## src/rtl/tbsc_pkg.sv

```systemverilog
package tbsc_pkg;

  localparam int BYTE_W    = 8;
  localparam int NUM_CODES = 9;
  localparam int TABLE_W   = BYTE_W * NUM_CODES;
  localparam int CTRL_W    = 4;

  // Identifier of entry i in a code table is i+1.
  typedef enum logic [CTRL_W-1:0] {
    CC_NONE = 4'd0,
    CC_DLE  = 4'd1,
    CC_SYN  = 4'd2,
    CC_SOH  = 4'd3,
    CC_STX  = 4'd4,
    CC_ETX  = 4'd5,
    CC_ETB  = 4'd6,
    CC_EOT  = 4'd7,
    CC_ENQ  = 4'd8,
    CC_ITB  = 4'd9
  } ctrl_id_e;

  typedef enum logic [2:0] {
    ST_HDR     = 3'd0,
    ST_HDR_ESC = 3'd1,
    ST_TXT     = 3'd2,
    ST_TXT_ESC = 3'd3,
    ST_CRC_HI  = 3'd4,
    ST_CRC_LO  = 3'd5
  } rx_state_e;

  typedef struct packed {
    logic     data;
    ctrl_id_e ctrl;
    logic     crc_inc;
    logic     discard;
    logic     crc_byte;
    logic     blk_end;
  } tag_t;

  // Packed tables, entry i at bits [8*i +: 8], order DLE SYN SOH STX ETX ETB EOT ENQ ITB.
  localparam logic [TABLE_W-1:0] ASCII_DEFAULT  = 72'h1F_05_04_17_03_02_01_16_10;
  localparam logic [TABLE_W-1:0] EBCDIC_DEFAULT = 72'h1F_2D_37_26_03_02_01_32_10;

  function automatic logic ends_block(input ctrl_id_e c);
    return (c == CC_ETX) || (c == CC_ETB) || (c == CC_ITB);
  endfunction

  function automatic ctrl_id_e id_of_index(input int idx);
    return ctrl_id_e'(CTRL_W'(idx + 1));
  endfunction

endpackage

```

## src/rtl/tbsc_table_sel.sv

```systemverilog
module tbsc_table_sel
  import tbsc_pkg::*;
#(
  parameter logic [TABLE_W-1:0] TABLE_A = ASCII_DEFAULT,
  parameter logic [TABLE_W-1:0] TABLE_B = EBCDIC_DEFAULT
) (
  input  logic               sel,
  output logic [TABLE_W-1:0] table_o
);

  for (genvar i = 0; i < NUM_CODES; i++) begin : g_entry
    assign table_o[BYTE_W*i +: BYTE_W] = sel ? TABLE_B[BYTE_W*i +: BYTE_W]
                                             : TABLE_A[BYTE_W*i +: BYTE_W];
  end

endmodule

```

## src/rtl/tbsc_code_match.sv

```systemverilog
module tbsc_code_match
  import tbsc_pkg::*;
(
  input  logic [BYTE_W-1:0]  byte_i,
  input  logic [TABLE_W-1:0] table_i,
  output ctrl_id_e           id_o
);

  logic [NUM_CODES-1:0] hit;

  for (genvar i = 0; i < NUM_CODES; i++) begin : g_cmp
    assign hit[i] = (byte_i == table_i[BYTE_W*i +: BYTE_W]);
  end

  // Lowest table index wins if two entries share a value.
  always_comb begin
    id_o = CC_NONE;
    for (int i = NUM_CODES - 1; i >= 0; i--) begin
      if (hit[i]) id_o = id_of_index(i);
    end
  end

  always_comb begin
    assert_single_id_R2: assert (hit != '0 || id_o == CC_NONE);
  end

endmodule

```

## src/rtl/tbsc_seq.sv

```systemverilog
module tbsc_seq
  import tbsc_pkg::*;
(
  input  logic      clk,
  input  logic      rst_n,
  input  logic      in_valid,
  input  ctrl_id_e  in_ctrl,
  output tag_t      tag_o,
  output rx_state_e state_o
);

  rx_state_e state_q, state_d;

  // Outside-text classification, shared by the plain and escaped header states.
  function automatic void hdr_rules(input ctrl_id_e c, output tag_t t, output rx_state_e n);
    t = '0;
    t.ctrl = c;
    n = ST_HDR;
    case (c)
      CC_NONE: begin t.data = 1'b1; t.crc_inc = 1'b1; end
      CC_DLE:  begin t.discard = 1'b1; n = ST_HDR_ESC; end
      CC_SYN:  t.discard = 1'b1;
      CC_ETX, CC_ETB, CC_ITB: begin t.crc_inc = 1'b1; n = ST_CRC_HI; end
      default: ;
    endcase
  endfunction

  always_comb begin
    tag_o   = '0;
    state_d = state_q;
    case (state_q)
      ST_HDR: hdr_rules(in_ctrl, tag_o, state_d);
      ST_HDR_ESC: begin
        if (in_ctrl == CC_STX) begin
          tag_o.ctrl = CC_STX;
          state_d    = ST_TXT;
        end else begin
          hdr_rules(in_ctrl, tag_o, state_d);
        end
      end
      ST_TXT: begin
        if (in_ctrl == CC_DLE) begin
          tag_o.ctrl    = CC_DLE;
          tag_o.discard = 1'b1;
          state_d       = ST_TXT_ESC;
        end else begin
          tag_o.data    = 1'b1;
          tag_o.crc_inc = 1'b1;
        end
      end
      ST_TXT_ESC: begin
        state_d = ST_TXT;
        if (in_ctrl == CC_DLE) begin
          tag_o.data    = 1'b1;
          tag_o.crc_inc = 1'b1;
        end else if (in_ctrl == CC_SYN) begin
          tag_o.ctrl    = CC_SYN;
          tag_o.discard = 1'b1;
        end else if (ends_block(in_ctrl)) begin
          tag_o.ctrl    = in_ctrl;
          tag_o.crc_inc = 1'b1;
          state_d       = ST_CRC_HI;
        end else if (in_ctrl == CC_ENQ) begin
          tag_o.ctrl = CC_ENQ;
          state_d    = ST_HDR;
        end else begin
          tag_o.data    = 1'b1;
          tag_o.crc_inc = 1'b1;
        end
      end
      ST_CRC_HI: begin
        tag_o.crc_byte = 1'b1;
        state_d        = ST_CRC_LO;
      end
      ST_CRC_LO: begin
        tag_o.crc_byte = 1'b1;
        tag_o.blk_end  = 1'b1;
        state_d        = ST_HDR;
      end
      default: state_d = ST_HDR;
    endcase
  end

  always_ff @(posedge clk) begin
    if (!rst_n)        state_q <= ST_HDR;
    else if (in_valid) state_q <= state_d;
  end

  assign state_o = state_q;

  assert_hold_R11: assert property (@(posedge clk) disable iff (!rst_n)
    !in_valid |=> $stable(state_q));

  assert_crc_pair_R8: assert property (@(posedge clk) disable iff (!rst_n)
    (state_q == ST_CRC_HI && in_valid) |=> state_q == ST_CRC_LO);

  assert_text_entry_R4: assert property (@(posedge clk) disable iff (!rst_n)
    (state_q == ST_HDR_ESC && in_valid && in_ctrl == CC_STX) |=> state_q == ST_TXT);

  assert_abort_R9: assert property (@(posedge clk) disable iff (!rst_n)
    (state_q == ST_TXT_ESC && in_valid && in_ctrl == CC_ENQ) |=> state_q == ST_HDR);

endmodule

```

## src/rtl/tbsc_recognizer.sv

```systemverilog
module tbsc_recognizer
  import tbsc_pkg::*;
#(
  parameter logic [TABLE_W-1:0] ASCII_CODES  = ASCII_DEFAULT,
  parameter logic [TABLE_W-1:0] EBCDIC_CODES = EBCDIC_DEFAULT
) (
  input  logic              clk,
  input  logic              rst_n,
  input  logic              code_sel,
  input  logic              in_valid,
  input  logic [7:0]        in_byte,
  output logic              out_valid,
  output logic [7:0]        out_byte,
  output logic              out_data,
  output logic [3:0]        out_ctrl,
  output logic              out_crc_inc,
  output logic              out_discard,
  output logic              out_crc_byte,
  output logic              block_end
);

  logic [TABLE_W-1:0] code_table;
  ctrl_id_e           byte_id;
  tag_t               tag_now;
  rx_state_e          seq_state;
  tag_t               tag_q;

  tbsc_table_sel #(.TABLE_A(ASCII_CODES), .TABLE_B(EBCDIC_CODES)) u_table (
    .sel     (code_sel),
    .table_o (code_table)
  );

  tbsc_code_match u_match (
    .byte_i  (in_byte),
    .table_i (code_table),
    .id_o    (byte_id)
  );

  tbsc_seq u_seq (
    .clk      (clk),
    .rst_n    (rst_n),
    .in_valid (in_valid),
    .in_ctrl  (byte_id),
    .tag_o    (tag_now),
    .state_o  (seq_state)
  );

  always_ff @(posedge clk) begin
    if (!rst_n) begin
      out_valid <= 1'b0;
      out_byte  <= '0;
      tag_q     <= '0;
    end else begin
      out_valid <= in_valid;
      out_byte  <= in_valid ? in_byte : '0;
      tag_q     <= in_valid ? tag_now : '0;
    end
  end

  assign out_data     = tag_q.data;
  assign out_ctrl     = tag_q.ctrl;
  assign out_crc_inc  = tag_q.crc_inc;
  assign out_discard  = tag_q.discard;
  assign out_crc_byte = tag_q.crc_byte;
  assign block_end    = tag_q.blk_end;

  assert_blkend_crc_R8: assert property (@(posedge clk) disable iff (!rst_n)
    block_end |-> (out_valid && out_crc_byte && !out_crc_inc));

  assert_blkend_pulse_R8: assert property (@(posedge clk) disable iff (!rst_n)
    block_end |=> !block_end);

  assert_discard_nocrc_R7: assert property (@(posedge clk) disable iff (!rst_n)
    out_discard |-> (!out_crc_inc && !out_data));

  assert_latency_R11: assert property (@(posedge clk) disable iff (!rst_n)
    in_valid |=> out_valid);

  assert_quiet_R11: assert property (@(posedge clk) disable iff (!rst_n)
    !in_valid |=> (!out_valid && !out_data && !block_end && !out_crc_byte));

  assert_data_noctrl_R5: assert property (@(posedge clk) disable iff (!rst_n)
    out_data |-> (out_crc_inc && (out_ctrl == 4'd0)));

  assert_state_known_R1: assert property (@(posedge clk) disable iff (!rst_n)
    seq_state inside {ST_HDR, ST_HDR_ESC, ST_TXT, ST_TXT_ESC, ST_CRC_HI, ST_CRC_LO});

endmodule

```

## config.mk

```make
export PLATFORM = sky130hd
export DESIGN_NAME = tbsc_recognizer
export DESIGN_NICKNAME = d
export VERILOG_FILES = /design/src/rtl/tbsc_pkg.sv /design/src/rtl/tbsc_table_sel.sv /design/src/rtl/tbsc_code_match.sv /design/src/rtl/tbsc_seq.sv /design/src/rtl/tbsc_recognizer.sv
export SDC_FILE = /design/constraint.sdc
export NUM_CORES = 1
export LEC_CHECK = 0
export BUFFER_PORTS_ARGS = -buffer_cell sky130_fd_sc_hd__buf_2
export CAP_MARGIN = 20
export CORE_MARGIN = 10
export CORE_UTILIZATION = 44
export CTS_CLUSTER_DIAMETER = 80
export DETAILED_ROUTE_END_ITERATION = 10
export PLACE_DENSITY_LB_ADDON = 0.15
export SYNTH_ARGS = -nofsm -noshare
export SYNTH_HDL_FRONTEND = slang
export SYNTH_SLANG_ARGS = --single-unit
```

## constraint.sdc

```tcl
create_clock -name clk -period 4.4 [get_ports clk]
set_input_delay 0.66 -clock clk [delete_from_list [all_inputs] [get_ports clk]]
set_output_delay 0.66 -clock clk [all_outputs]
set_load 0.1 [all_outputs]
```

==> out/results.ini <==
[floorplanning]
dieArea_sq_um = 5120
die_y_um = 71.5
io-pin-count = 30
start_util_pct = 46.7
core_area_sq_um = 2500
die-width_um = 71.5
rows = 18

[yosys]
synth_edf_count = 0
synth.largest_area_cell = dfxtp_1
yosysSeqAreaShare_pct = 36.0
syn_area_sq_um = 1170
yosys-top-cells-area = dfxtp_1, nand2_1, nand3_1
synth_top_area_share_pct = 36.0
ys_seq_elements = 21
synth_nets = 146
avgSynthCellArea_sq_um = 8.72
synth_cells = 134
synthFlopType = dfxtp_1
synth_cell_types = 53
ys_async_sr_fraction_pct = 0
yosys_warnings = 0

[cells_and_area]
fin_nets = 169
final_util_pct = 52.7
drive_above_1_share_pct = 28.8
layoutNonFillerInstCount = 186
area_growth_pct = 12.7
n_antenna_cell = 0
fill_cells = 229

[clock_network]
holdBufCountCts = 0
cts_max_level = 1
clock-sinks = 21
root_buffer = clkbuf_4
cts_resized = 0
clock_latency_ns = 0.30
post_cts_buffers = 0
cts_tree = yes
clock_path_buffers = 2
cts_made_buffers = 3
clk_pin_slew_worst_paths_ns = 0.12

[global_routing]
grt_pass1_wl_um = 4750
grt_pass1_vias = 1028
grt_start_max_net_pins = 17
grt-ovfl-total = 0
antenna_found_initial = 0
grt_usage_pct = 10.9

[critical_path]
crit_path_max_incr_delay_ns = 0.48
path_class = in -> reg
worstPathMaxFanout = 8
cp_num_buf_inv = 1
crit_arrival_ns = 2.16
path_delay_family = simple AND/OR/NAND/NOR gates
end_kind = flip-flop
startpoint_type = primary input
slowest_stage = nor3_1
worstPathRequired_ns = 4.59
path_cells = buf_2, nor3_1, nand3_1, nand2_2, a21bo_1, o221ai_1

[power]
ir_drop_mv = 0.196
total_power_uw = 369
leakage_nw = 0.589
power.density_nw_per_um2 = 280

[timing]
hold_ws_ns = 0.636
period_share_pct = 44.8
tns_ns = 0
clock_skew_ns = 0.00246
drv_slew = 0
hold_viol_final = 0
setup_viol = 0
min_period_ns = 1.97
tightest_slew_ns = 0.546
slew_headroom_pct = 63.3
max_freq_ghz = 0.508
rsz0062_at_grt = false

[drt]
postRouteAntennaNets = 0
drcViolationCount = 0
route.final.wire_length_um = 2740
dr.pass1.iters = 5
dr_wl_met2_um = 1240
wl_met3_um = 216
drt-wirelength-per-cell_um = 14.7
wl_met1_um = 1230
topRoutingLayerUsed = met4
via_count = 1068
drt-vias-per-instance = 5.74
drt_iter0_drc = 64

[place]
gp_congestion = 0.861
io_buffers = 29
hpwl_um = 2120
dp_cells = 182

[run]
cap_violations = 0

[outcome]
status = completed

[min_path]
hp-class = in -> reg

## synthesized netlist by cell type (2+ instances only)
library cell / number
a21oi_1: 4
and2_1: 3
and3_1: 7
buf_2: 3
buf_4: 2
clkbuf_1: 5
dfxtp_1: 21
inv_1: 3
nand2_1: 13
nand3_1: 9
nand4_1: 3
nor2_1: 11
o211ai_1: 2
o21ai_0: 6
o2bb2ai_1: 2
xnor2_1: 3
## per-layer routing
layer / GRT usage, % / vias to the layer above
met3: 3.72 / 6
met1: 13.6 / 489
met4: 3.87 / 0
met2: 17.1 / 38
met5: 0 / -
li1: - / 535
## cells in the final DEF, fill, tap and decap left out, drive strengths merged, types with 2 or more instances in the layout
cell type and n:
a21oi 4, o211ai 2, dfxtp 21, and2 4, clkbuf 4, nand2 14
and3 8, nor4b 2, and4b 2, o21ai 6, and4 2, buf 29
o311ai 2, o2bb2ai 2, a211oi 2, inv 3, nand4 3, nor2 12
nand3 9, xnor2 4
## cell type report
type	count	area (sq um)	area share [%]
inverters	3	11.3	0.855
clock buffers	4	26.3	1.99
well taps	30	37.5	2.85
repair buffers	29	145	11.0
flip-flops and latches	21	420	31.9
multi-input cells	99	677	51.4
## final timing paths
check | cells past startpoint | end | slack, ns | startpoint
max | 6 | out_data | 2.43 | in_byte[5]
min | 2 | out_byte[7] | 0.64 | in_byte[7]
max reg2reg | 5 | u_seq.state_o[2] | 2.89 | u_seq.state_o[1]
min reg2reg | 1 | out_crc_byte | 0.64 | u_seq.state_o[2]
## flip-flops by register name, indices dropped and copies added (netlist names)
name           flops
out_crc_byte       1
out_data           1
out_crc_inc        1
block_end          1
out_discard        1
u_seq.state_o      3
out_byte           8
out_valid          1
out_ctrl           4
## cell families (layout without fill, tap and decap cells)
kind of cell	Yosys count	count (layout)	synth area share, %
AOI/OAI and AO/OA	27	27	19.0
buffers and inverters	14	36	6.10
muxes	1	1	0.857
xor gates and xnor gates	4	4	3.64
and+or+nand+nor	67	67	34.5
DFF	21	21	36.0
## worst reg2reg max path: stages, from the launching register on
cell and delay, ns:
dfxtp_1 0.60, inv_1 0.16, o21ai_0 0.17, a21boi_0 0.13
and2_1 0.18, a22o_1 0.17
## where the power goes
part           leakage [nW]  switching, mW  internal (mW)  total (mW)
Sequential            0.171        0.00103          0.195       0.196
Clock                0.0150         0.0583         0.0353      0.0937
Combinational         0.403         0.0612         0.0183      0.0795
Total                 0.589          0.121          0.248       0.369
## metrics by stage
| stage | worst slack [ns] | cell area [sq um] |
|---|---|---|
| 6_report | 2.43 | 1320 |
| 3_5_place_dp | 2.13 | 1290 |
| 4_1_cts | 2.46 | 1320 |
| 2_1_floorplan | 2.36 | 1170 |
| 3_3_place_gp | 2.24 | 1290 |
| 5_1_grt | 2.31 | 1320 |
Power figures use the tool's default switching activity.
